--- src/rtl/secs_rtc_pkg.sv ---
package secs_rtc_pkg;

    localparam int CNT_W  = 32;
    localparam int WORD_W = 3;

    typedef enum logic [WORD_W-1:0] {
        W_COUNT = 3'd0,
        W_MATCH = 3'd1,
        W_LOAD  = 3'd2,
        W_CTRL  = 3'd3,
        W_STAT  = 3'd4,
        W_RAW   = 3'd5,
        W_ACK   = 3'd6,
        W_VER   = 3'd7
    } reg_word_e;

    // bit 3 wrap, bit 2 run, bit 1 mask, bit 0 interrupt enable
    typedef struct packed {
        logic wrap;
        logic run;
        logic mask;
        logic ien;
    } ctrl_t;

    localparam int CTRL_W = $bits(ctrl_t);

    // value the counter takes on a tick
    function automatic logic [CNT_W-1:0] next_count(
        input logic [CNT_W-1:0] cur,
        input logic [CNT_W-1:0] match,
        input logic             pend,
        input logic [CNT_W-1:0] staged,
        input logic             wrap
    );
        if (pend)
            return staged;
        else if (wrap && cur == match)
            return '0;
        else
            return cur + 1'b1;
    endfunction

endpackage

--- src/rtl/secs_rtc_tick.sv ---
module secs_rtc_tick #(
    parameter int PRESCALE = 32768
) (
    input  logic clk,
    input  logic rst,
    input  logic run,
    output logic tick
);
    localparam int PW = (PRESCALE > 1) ? $clog2(PRESCALE) : 1;
    localparam logic [PW-1:0] LAST = PW'(PRESCALE - 1);

    logic [PW-1:0] pre_q;

    always_ff @(posedge clk) begin
        if (rst || !run)
            pre_q <= '0;
        else if (pre_q == LAST)
            pre_q <= '0;
        else
            pre_q <= pre_q + 1'b1;
    end

    assign tick = run && (pre_q == LAST);

endmodule

--- src/rtl/secs_rtc_counter.sv ---
module secs_rtc_counter
    import secs_rtc_pkg::*;
(
    input  logic             clk,
    input  logic             rst,
    input  logic             tick,
    input  logic             wrap,
    input  logic [CNT_W-1:0] match,
    input  logic             ld_wr,
    input  logic [CNT_W-1:0] ld_data,
    output logic [CNT_W-1:0] count,
    output logic [CNT_W-1:0] staged,
    output logic             pend,
    output logic             hit
);
    logic [CNT_W-1:0] count_q, staged_q, nxt;
    logic             pend_q;

    assign nxt = next_count(count_q, match, pend_q, staged_q, wrap);
    assign hit = tick && (nxt == match);

    always_ff @(posedge clk) begin
        if (rst) begin
            count_q  <= '0;
            staged_q <= '0;
            pend_q   <= 1'b0;
        end else begin
            if (tick)
                count_q <= nxt;
            if (ld_wr) begin
                staged_q <= ld_data;
                pend_q   <= 1'b1;
            end else if (tick) begin
                pend_q   <= 1'b0;
            end
        end
    end

    assign count  = count_q;
    assign staged = staged_q;
    assign pend   = pend_q;

endmodule

--- src/rtl/secs_rtc_regs.sv ---
module secs_rtc_regs
    import secs_rtc_pkg::*;
#(
    parameter logic [CNT_W-1:0] VERSION = 32'h0000_0100
) (
    input  logic              clk,
    input  logic              rst,
    input  logic              bus_rd,
    input  logic              bus_wr,
    input  logic [WORD_W-1:0] bus_word,
    input  logic [CNT_W-1:0]  bus_wdata,
    output logic [CNT_W-1:0]  bus_rdata,
    input  logic [CNT_W-1:0]  count,
    input  logic [CNT_W-1:0]  staged,
    input  logic              hit,
    output ctrl_t             ctrl,
    output logic [CNT_W-1:0]  match,
    output logic              raw,
    output logic              ld_wr,
    output logic              ack_rd,
    output logic              irq
);
    reg_word_e sel;
    ctrl_t     ctrl_q;
    logic [CNT_W-1:0] match_q;
    logic      raw_q;
    logic      pend_irq;

    assign sel    = reg_word_e'(bus_word);
    assign ld_wr  = bus_wr && (sel == W_LOAD);
    assign ack_rd = bus_rd && (sel == W_ACK);

    always_ff @(posedge clk) begin
        if (rst) begin
            ctrl_q  <= '0;
            match_q <= '0;
            raw_q   <= 1'b0;
        end else begin
            if (bus_wr && sel == W_CTRL)
                ctrl_q <= ctrl_t'(bus_wdata[CTRL_W-1:0]);
            if (bus_wr && sel == W_MATCH)
                match_q <= bus_wdata;
            if (hit)
                raw_q <= 1'b1;
            else if (ack_rd)
                raw_q <= 1'b0;
        end
    end

    assign pend_irq = raw_q && ctrl_q.ien && !ctrl_q.mask;

    always_comb begin
        bus_rdata = '0;
        if (bus_rd) begin
            unique case (sel)
                W_COUNT: bus_rdata = count;
                W_MATCH: bus_rdata = match_q;
                W_LOAD:  bus_rdata = staged;
                W_CTRL:  bus_rdata = {{(CNT_W-CTRL_W){1'b0}}, ctrl_q};
                W_STAT:  bus_rdata = {{(CNT_W-1){1'b0}}, pend_irq};
                W_RAW:   bus_rdata = {{(CNT_W-1){1'b0}}, raw_q};
                W_ACK:   bus_rdata = '0;
                W_VER:   bus_rdata = VERSION;
                default: bus_rdata = '0;
            endcase
        end
    end

    assign ctrl  = ctrl_q;
    assign match = match_q;
    assign raw   = raw_q;
    assign irq   = pend_irq;

endmodule

--- src/rtl/secs_rtc.sv ---
module secs_rtc
    import secs_rtc_pkg::*;
#(
    parameter int               PRESCALE = 32768,
    parameter logic [CNT_W-1:0] VERSION  = 32'h0000_0100
) (
    input  logic              clk,
    input  logic              rst,
    input  logic              bus_rd,
    input  logic              bus_wr,
    input  logic [WORD_W-1:0] bus_word,
    input  logic [CNT_W-1:0]  bus_wdata,
    output logic [CNT_W-1:0]  bus_rdata,
    output logic              irq
);
    ctrl_t            ctrl;
    logic             tick, hit, raw, ld_wr, ack_rd, pend;
    logic [CNT_W-1:0] count_q, staged, match;

    secs_rtc_tick #(.PRESCALE(PRESCALE)) u_tick (
        .clk  (clk),
        .rst  (rst),
        .run  (ctrl.run),
        .tick (tick)
    );

    secs_rtc_counter u_cnt (
        .clk     (clk),
        .rst     (rst),
        .tick    (tick),
        .wrap    (ctrl.wrap),
        .match   (match),
        .ld_wr   (ld_wr),
        .ld_data (bus_wdata),
        .count   (count_q),
        .staged  (staged),
        .pend    (pend),
        .hit     (hit)
    );

    secs_rtc_regs #(.VERSION(VERSION)) u_regs (
        .clk       (clk),
        .rst       (rst),
        .bus_rd    (bus_rd),
        .bus_wr    (bus_wr),
        .bus_word  (bus_word),
        .bus_wdata (bus_wdata),
        .bus_rdata (bus_rdata),
        .count     (count_q),
        .staged    (staged),
        .hit       (hit),
        .ctrl      (ctrl),
        .match     (match),
        .raw       (raw),
        .ld_wr     (ld_wr),
        .ack_rd    (ack_rd),
        .irq       (irq)
    );

endmodule

--- config.mk ---
export PLATFORM = sky130hd
export DESIGN_NAME = secs_rtc
export DESIGN_NICKNAME = d
export VERILOG_FILES = /design/src/rtl/secs_rtc_pkg.sv /design/src/rtl/secs_rtc_tick.sv /design/src/rtl/secs_rtc_counter.sv /design/src/rtl/secs_rtc_regs.sv /design/src/rtl/secs_rtc.sv
export SDC_FILE = /design/constraint.sdc
export NUM_CORES = 1
export LEC_CHECK = 0
export BUFFER_PORTS_ARGS = -buffer_cell sky130_fd_sc_hd__buf_4
export CAP_MARGIN = 20
export CORE_ASPECT_RATIO = 1.4
export CORE_UTILIZATION = 62
export CTS_BUF_LIST = sky130_fd_sc_hd__clkbuf_8
export DETAILED_ROUTE_END_ITERATION = 10
export PLACE_DENSITY = 0.83
export SETUP_SLACK_MARGIN = 0.15
export SLEW_MARGIN = 10
export SYNTH_ARGS = -nofsm -noshare
export SYNTH_HDL_FRONTEND = slang
export SYNTH_SLANG_ARGS = --single-unit
--- constraint.sdc ---
create_clock -name clk -period 4.2 [get_ports clk]
set_input_delay 0.63 -clock clk [delete_from_list [all_inputs] [get_ports clk]]
set_output_delay 0.63 -clock clk [all_outputs]
set_load 0.005 [all_outputs]
After elaboration in Yosys (flattened, before gate mapping)
Cells that the tools add are included.
{"block": "classes", "n_addsub": 2, "mul": 0, "div": 0, "order_cmp": 0, "eq_ne": 10, "shift": 0, "n_mux": 8, "bitwise_logic": 0, "n_reduce_logical": 16}
{"op": "$pmux W32 S8", "n": 1}
{"op": "$mux W32", "n": 3}
{"op": "$eq A32 B32 Y1", "n": 2}
{"op": "$add A32 B1 Y32 const B", "n": 1}
{"op": "$add A15 B1 Y15 const B", "n": 1}
{"op": "$eq A15 B15 Y1 const B", "n": 1}
{"op": "$eq A3 B3 Y1 const B", "n": 4}
{"op": "$logic_and A1 B1 Y1", "n": 9}
{"op": "$eq A3 B2 Y1 const B", "n": 2}
{"op": "$mux W1", "n": 4}
{"op": "$reduce_bool A2 Y1", "n": 2}
{"op": "$eq A3 B1 Y1 const B", "n": 1}
{"op": "$logic_not A3 Y1", "n": 1}
{"op": "$logic_not A1 Y1", "n": 2}
{"op": "$reduce_or A2 Y1", "n": 1}
{"op": "$logic_or A1 B1 Y1", "n": 1}
{"block": "totals", "reg_bits": 117, "latchBits": 0, "ramBits": 0, "rom_bits": 0, "in_bits": 39, "wordCells": 46, "n_memories": 0}

Longest topological paths before layout
Gate-level depths: netlist of run 1.
{"block": "depth", "word_depth": 7, "ltp_mapped": 11}

Cells and area by module
A second synthesis of run 1 with hierarchy kept.
{"block": "hier_totals", "hier_cells": 945, "hier_area_um2": 7424.6}
{"mod": "secs_rtc_counter", "n_inst": 1, "cells_each": 558, "area_per_inst_um2": 4471.8, "seq_area_each_um2": 1301.2}
{"mod": "secs_rtc_regs", "n_inst": 1, "cells_each": 316, "area_per_inst_um2": 2280.9, "seq_area_each_um2": 740.7}
{"mod": "secs_rtc_tick", "n_inst": 1, "cells_each": 71, "area_per_inst_um2": 671.9, "seq_area_each_um2": 300.3}

Worst setup path before layout of run 1
Ideal clock, no wire load.
{"block": "synth_timing", "kind": "register -> register", "start": "reg u_cnt.count_q[2], in the netlist u_cnt.count[2]", "end": "reg u_regs.raw_q, in the netlist u_regs.raw", "setup_ns": 0.084, "arrival_ns": 3.355, "required_time_ns": 4.116, "slack_ns": 0.761, "path_stages_with_launch": 12, "n_path_buf": 2, "synth_period_minus_slack_ns": 3.439, "cell_sequence": "dfxtp_1 clkbuf_1 nand3_1 clkbuf_1 nor4_1 nand4_1 xnor2_1 a22oi_1 xnor2_1 or4_1 or4_1 o31ai_2"}
{"block": "synth_between", "elab_chain_len": 7}
{"item": "from (decl)", "line_no": "secs_rtc_counter.sv:16", "source": "logic [CNT_W-1:0] count_q, staged_q, nxt;"}
{"item": "from (signal assigned)", "line_no": "secs_rtc_counter.sv:29", "source": "count_q <= nxt;"}
{"item": "parallel branches: the longest is 2 deep, another holds $add A32 B1 Y32"}
{"item": "$mux W32 *", "line_no": "secs_rtc_pkg.sv:37", "source": "else if (wrap && cur == match)"}
{"item": "$mux W32 *", "line_no": "secs_rtc_pkg.sv:35", "source": "if (pend)"}
{"item": "$eq A32 B32 Y1 *", "line_no": "secs_rtc_counter.sv:20", "source": "assign hit = tick && (nxt == match);"}
{"item": "$logic_and A1 B1 Y1 *", "line_no": "secs_rtc_counter.sv:20"}
{"item": "$mux W1 or $reduce_bool A2 Y1 (tied branches)"}
{"item": "to (signal assigned)", "line_no": "secs_rtc_regs.sv:37", "source": "raw_q <= 1'b0;"}
{"item": "to (signal assigned)", "line_no": "secs_rtc_regs.sv:44", "source": "raw_q <= 1'b1;"}
{"item": "to (signal assigned)", "line_no": "secs_rtc_regs.sv:46", "source": "raw_q <= 1'b0;"}
{"item": "to (decl)", "line_no": "secs_rtc_regs.sv:26", "source": "logic raw_q;"}
Mark *: on every way between the ends.
A chain may end at the register's enable or synchronous reset.

Final worst setup path of run 1
{"block": "layout_timing", "start": "reg u_cnt.count_q[1], in the netlist u_cnt.count[1]", "end": "reg u_regs.raw_q, in the netlist u_regs.raw"}
The elaborated chain is that of the path after synthesis.

==> results.py, run 1 <==
metrics = {
    "outcome": {
        "status": "finished clean",
    },
    "grt": {
        "grt_usage_pct": 43.80,
        "antenna_found_initial": 0,
        "grt_pass1_wl_mm": 41.79,
        "globalRouteOverflowTotal": 0,
        "grt_max_degree": 74,
        "grt_pass1_vias": 7592,
    },
    "synth": {
        "netlist_instances": 1076,
        "yosys_register_bits": 117,
        "synth-simple-area-share_pct": 29.36,
        "synth_edf_count": 0,
        "synth_nets": 1117,
        "synthArstFlopShare_pct": 0,
        "seq_area_frac_synth_pct": 31.09,
        "synth-xor-area-share_pct": 10.11,
        "synthAdderAreaFrac_pct": 0.3321,
        "ys_types": 61,
        "synthMuxAreaShare_pct": 1.594,
        "synth_top_family_by_area": "simple AND/OR/NAND/NOR gates",
        "syn_avg_cell_area_sq_um": 7.003,
        "synth_compound_area_share_pct": 21.42,
        "synthFlopType": "dfxtp_1",
        "synthesis.area_sq_um": 7535,
        "yosysWarnings": 0,
    },
    "layout": {
        "antenna_cells": 0,
        "fin_nets": 1140,
        "synthToLayoutAreaGrowth_pct": 13.77,
        "final_common_cell": "nand2_1",
        "mostFrequentLayoutCells": "189 x nand2_1, 116 x dfxtp_1, 107 x a21oi_1, 98 x nor2_1, 98 x buf_4",
        "postLayoutCellArea_sq_um": 8572,
        "drive_gt1_share_pct": 12.77,
    },
    "timing": {
        "timing.hold.ws_ns": 0.4227,
        "skew_ns": 0.01458,
        "finalSetupViolations": 0,
        "hold_viol": 0,
        "tightest_slew_ns": 0.8910,
        "fmax_mhz": 265.3,
        "grt_setup_unrepaired": "false",
        "slew_headroom_pct": 40.48,
        "slew_violations": 0,
        "timing.final.crit_share_pct": 89.74,
        "tns_ns": 0,
        "period_needed_ns": 3.769,
    },
    "power_and_ir_drop": {
        "power.leakage_nw": 3.087,
        "power_density_nw_per_um2": 309.3,
        "irDropWorstVdd_v": 0.0003333,
    },
    "setup_path": {
        "worstPathRequired_ns": 4.56,
        "r2r_setup_slack_ns": 0.43,
        "critPathTopFamily": "simple AND/OR/NAND/NOR gates",
        "cp_cell_sequence": "ha_1 -> nand2_1 -> or4_1 -> or4_1 -> nand4_1 -> a21boi_0 -> o2111ai_1 -> nor4b_1 -> nand4_1 -> o31ai_2",
        "worstSetupStartpointType": "register",
        "crit_buf_inv": 0,
        "path_max_fanout": 8,
        "cpPeakStageDelay_ns": 0.74,
        "crit_arrival_ns": 4.13,
        "endpoint_kind": "register",
        "slowest_stage": "or4_1",
        "critical_path_class": "register to register",
    },
    "floorplan": {
        "die_h_microns": 132.4,
        "start_util_pct": 63.75,
        "ios": 72,
        "dieArea_sq_um": 12600,
        "rows": 47,
        "die_w_microns": 95.17,
        "core_area_sq_um": 11820,
    },
    "place": {
        "dp.final_hpwl_mm": 18.41,
        "placed_cell_area_sq_um": 8107,
        "io_buffers": 71,
        "place_congestion": 1.043,
    },
    "drt": {
        "routedWlPerCell_microns": 21.21,
        "drt-total-wl_mm": 26.71,
        "vias_per_cell": 6.483,
        "drt_first_pass_iters": 6,
        "ant_nets": 0,
        "drt-initial-drc-count": 915,
        "route.detailed.drc": 0,
        "num_vias": 8162,
    },
    "clock_network": {
        "htreeDepth": 4,
        "post_cts_resized": 0,
        "cts.clk_slew.worst_paths_ns": 0.09,
        "cts-root-buf": "clkbuf_8",
        "cts_buffers": 17,
        "clockBufferDepth": 2,
        "cts_setup_buffers": 0,
        "cts_tree": "built",
        "clock_latency_ns": 0.45,
        "cts_hold_buf": 0,
        "cts.sinks": 117,
    },
    "hold_path": {
        "hold_path_class": "input pin to register",
    },
    "run": {
        "drv_cap": 0,
    },
}
## sequential cells by signal, summed over array words and instances, names as in the netlist
register	flops
u_cnt.count	32
u_cnt.staged	32
u_cnt.pend	1
u_tick.pre_q	15
u_regs.match	32
u_regs.ctrl	4
u_regs.raw	1
## where the power goes
group	internal [mW]	switching, mW
clock	0.738	0.509
combinational	0.0990	0.161
sequential	1.12	0.0214
## routing by layer
layer,global-route usage [%],share of wire [%],routed length [microns],vias up
li1,-,-,-,3777
met5,0,0,0,-
met1,51.86,38,10020,3743
met3,11.95,9.2,2451,149
met2,66.94,45,12040,493
met4,31.40,8.2,2195,0
## final cells by class
| class | count | area (sq um) |
|---|---|---|
| clock buffers | 19 | 261.5 |
| clock inverters | 13 | 203.9 |
| fillers | 1018 | 3248 |
| inverters | 26 | 97.59 |
| multi-input cells | 839 | 4746 |
| flip-flops and latches | 117 | 2344 |
| well taps | 147 | 183.9 |
| repair buffers | 98 | 735.7 |
## cells in the mapped netlist, types with 3 or more instances
library cell / count / area, sq um
o21a_1: 4 / 30.03
a21boi_0: 28 / 210.2
xnor2_1: 54 / 473.0
xor2_1: 33 / 289.0
and4_1: 4 / 35.03
o221ai_1: 4 / 35.03
and2_1: 6 / 37.54
nor2b_1: 6 / 37.54
clkbuf_1: 90 / 337.8
or3_1: 6 / 37.54
and3_1: 15 / 93.84
o211ai_1: 5 / 37.54
nand3_1: 36 / 180.2
nor4b_1: 3 / 26.28
mux2i_1: 12 / 120.1
inv_1: 25 / 93.84
nor3_1: 47 / 235.2
dfxtp_1: 117 / 2342
o21ai_0: 59 / 295.3
nor4_1: 13 / 81.33
o22ai_1: 4 / 25.02
nand3b_1: 3 / 22.52
a211oi_1: 9 / 67.56
o31ai_1: 5 / 37.54
a31oi_1: 4 / 25.02
nor2_1: 99 / 371.6
nand2b_1: 8 / 50.05
a22oi_1: 12 / 90.09
nand2_1: 189 / 709.4
o32ai_1: 3 / 26.28
or4_1: 6 / 45.04
nand4_1: 24 / 150.1
a21oi_1: 107 / 535.5
## final timing paths
kind                        start               end  depth (start not counted)
hold reg to reg   u_tick.pre_q[0]   u_tick.pre_q[0]                          1
setup reg to reg   u_cnt.count[1]        u_regs.raw                         10
setup / recovery   u_cnt.count[1]        u_regs.raw                         10
hold / removal      bus_wdata[31]  u_regs.match[31]                          3
## stage by stage
stage | worst slack (ns) | utilization, % | std cells | power [mW]
global route | 0.2497 | 72.52 | 1259 | 2.708
CTS | 0.5275 | 72.52 | 1259 | 2.642
detailed placement | 0.5460 | 68.58 | 1227 | 1.421
finish | 0.4310 | 72.52 | 1259 | 2.651
floorplan | 0.7612 | - | 1076 | 1.314
global placement | 0.6770 | 68.58 | 1227 | 1.418
## logic make-up (layout without fill, tap and decap cells)
family	after synthesis	after routing
simple gates	474	474
compound gates	264	264
buf+inv	120	156
flops	117	117
xor+xnor	87	87
mux	12	12
fa+ha+maj	2	2
## tightest hold or removal path, stage by stage
cell and delay (ns):
buf_4 0.11, nand2_1 0.05, a21oi_1 0.05
Note: power is estimated with default switching activity, not from simulation.
==> run 2, diff against run 1 <==
Settings changed: BUFFER_PORTS_ARGS -buffer_cell sky130_fd_sc_hd__buf_4 to default, CORE_UTILIZATION 62 to 65, DONT_BUFFER_PORTS from default to 1, PLACE_DENSITY 0.83 to 0.81.
==> run 2 against run 1 <==
  * Clock skew decreased by 0.0057 ns
  * Via count decreased by 1.9%
  * Fmax increased by 0.49%
  * Worst setup slack improved by 0.018 ns
  * Sequential share of layout area increased by 2.0 points
  * Clock-buffer cell count unchanged
  * Die area decreased by 4.5%
==> results.py, run 2 (synthesized netlist as in run 1, its figures left out) <==
metrics = {
    "grt": {
        "grt_max_degree": 103,
        "grt_pass1_wl_mm": 39.56,
        "grt_pass1_vias": 7278,
        "globalRouteOverflowTotal": 0,
        "grt_usage_pct": 42.90,
        "antenna_found_initial": 0,
    },
    "clock_network": {
        "post_cts_resized": 0,
        "cts-root-buf": "clkbuf_8",
        "cts_tree": "built",
        "htreeDepth": 4,
        "clockBufferDepth": 2,
        "clock_latency_ns": 0.45,
        "cts_buffers": 17,
        "cts_setup_buffers": 0,
        "cts_hold_buf": 0,
        "cts.clk_slew.worst_paths_ns": 0.07,
        "cts.sinks": 117,
    },
    "setup_path": {
        "rr_worst_depth": 10,
        "reg2reg_from": "u_cnt.count[0]",
        "r2r-end": "u_regs.raw",
        "r2r_setup_slack_ns": 0.45,
        "worstPathRequired_ns": 4.57,
        "critical_path_class": "register to register",
        "crit_arrival_ns": 4.12,
        "worstSetupStartpointType": "register",
        "endpoint_kind": "register",
        "path_max_fanout": 9,
    },
    "floorplan": {
        "dieArea_sq_um": 12030,
        "die_h_microns": 129.4,
        "die_w_microns": 93.00,
        "rows": 46,
        "core_area_sq_um": 11280,
        "start_util_pct": 66.79,
        "ios": 72,
    },
    "drt": {
        "route.detailed.drc": 0,
        "num_vias": 8005,
        "drt-total-wl_mm": 25.34,
        "ant_nets": 0,
        "drt_first_pass_iters": 7,
        "drt-initial-drc-count": 983,
        "vias_per_cell": 6.784,
        "routedWlPerCell_microns": 21.48,
    },
    "timing": {
        "fmax_mhz": 266.6,
        "slew_violations": 0,
        "period_needed_ns": 3.751,
        "hold_viol": 0,
        "finalSetupViolations": 0,
        "grt_setup_unrepaired": "false",
        "timing.final.crit_share_pct": 89.30,
        "worst_slack_ns": 0.4493,
        "tightest_slew_ns": 0.8871,
        "skew_ns": 0.008919,
        "tns_ns": 0,
        "slew_headroom_pct": 40.73,
    },
    "outcome": {
        "status": "finished clean",
    },
    "layout": {
        "postLayoutCellArea_sq_um": 7975,
        "final.fill_count": 979,
        "register_area_sq_um": 2344,
        "final_common_cell": "nand2_1",
        "antenna_cells": 0,
        "mostFrequentLayoutCells": "189 x nand2_1, 116 x dfxtp_1, 107 x a21oi_1, 98 x nor2_1, 59 x o21ai_0",
        "fin_nets": 1064,
        "synthToLayoutAreaGrowth_pct": 5.845,
        "drive_gt1_share_pct": 6.371,
        "multi_input_area_sq_um": 4746,
        "final_core_util_pct": 70.70,
    },
    "place": {
        "dp_slack_ns": 0.5594,
        "io_buffers": 0,
        "dp.final_hpwl_mm": 17.13,
        "place_congestion": 1.024,
        "placed_cell_area_sq_um": 7532,
    },
    "hold_path": {
        "holdPathStages": 1,
        "min_from": "rst",
        "hold_path_class": "input pin to register",
        "min_to": "u_regs.match[5]",
    },
    "power_and_ir_drop": {
        "irDropWorstVdd_v": 0.0002671,
        "power_mw": 2.506,
        "power_density_nw_per_um2": 314.2,
        "power.leakage_nw": 2.685,
    },
    "run": {
        "drv_cap": 0,
    },
}
-- run 2: changes by cell type in the layout (fill, tap and decap cells not counted) --
cell        previous run  this run
clkinvlp_4             2         3
nand2b_2               1         0
bufinv_16              5         4
nor2b_1                5         4
nand2b_1               7         8
inv_6                  2         1
nor2b_2                0         1
clkinv_4               1         2
buf_4                 98        22
-- run 2: metal layers --
metal	up-vias	part of all wire [%]	track usage, %
li1	3630	-	-
met1	3677	37	52.06
met2	569	45	68.38
met3	129	11	10.68
met4	0	6.6	25.88
met5	-	0	0
-- run 2: worst max-delay path, cell delays in order (launching register included) --
cell,delay (ns)
dfxtp_1,0.53
ha_1,0.34
nand2_1,0.18
or4_1,0.73
nor4_2,0.54
nand3_1,0.21
xor2_1,0.19
mux2i_1,0.15
a21oi_1,0.08
or4_1,0.54
o31ai_2,0.18
-- run 2: power by group --
part / switching [mW] / total, mW / internal [mW]
registers: 0.0221 / 1.15 / 1.12
clock network: 0.502 / 1.18 / 0.676
logic: 0.118 / 0.184 / 0.0653
-- run 2: how the worst max path moves through the flow --
stage / cells past startpoint / endpoint / startpoint / slack [ns]
2_1_floorplan: 11 / u_regs.raw / u_cnt.count[2] / 0.76
3_3_place_gp: 10 / u_regs.raw / u_cnt.count[0] / 0.66
3_5_place_dp: 10 / u_regs.raw / u_cnt.count[0] / 0.56
4_1_cts: 10 / u_regs.raw / u_cnt.count[0] / 0.54
5_1_grt: 10 / u_regs.raw / u_cnt.count[0] / 0.26
6_report: 10 / u_regs.raw / u_cnt.count[0] / 0.45
-- run 2: layout make-up --
cell class                      count  share of cell area [%]
Tap cell                          144                   2.259
Sequential cell                   117                   29.39
Multi-Input combinational cell    839                   59.51
Clock inverter                     13                   2.275
Inverter                           26                   1.224
Timing Repair Buffer               22                   2.071
Clock buffer                       19                   3.279
-- run 2: stage by stage --
step	hold WS, ns	instances
2_1_floorplan	0.4260	1076
3_3_place_gp	0.4391	1148
3_5_place_dp	0.4556	1148
4_1_cts	0.2364	1180
5_1_grt	0.2346	1180
6_report	0.2366	1180
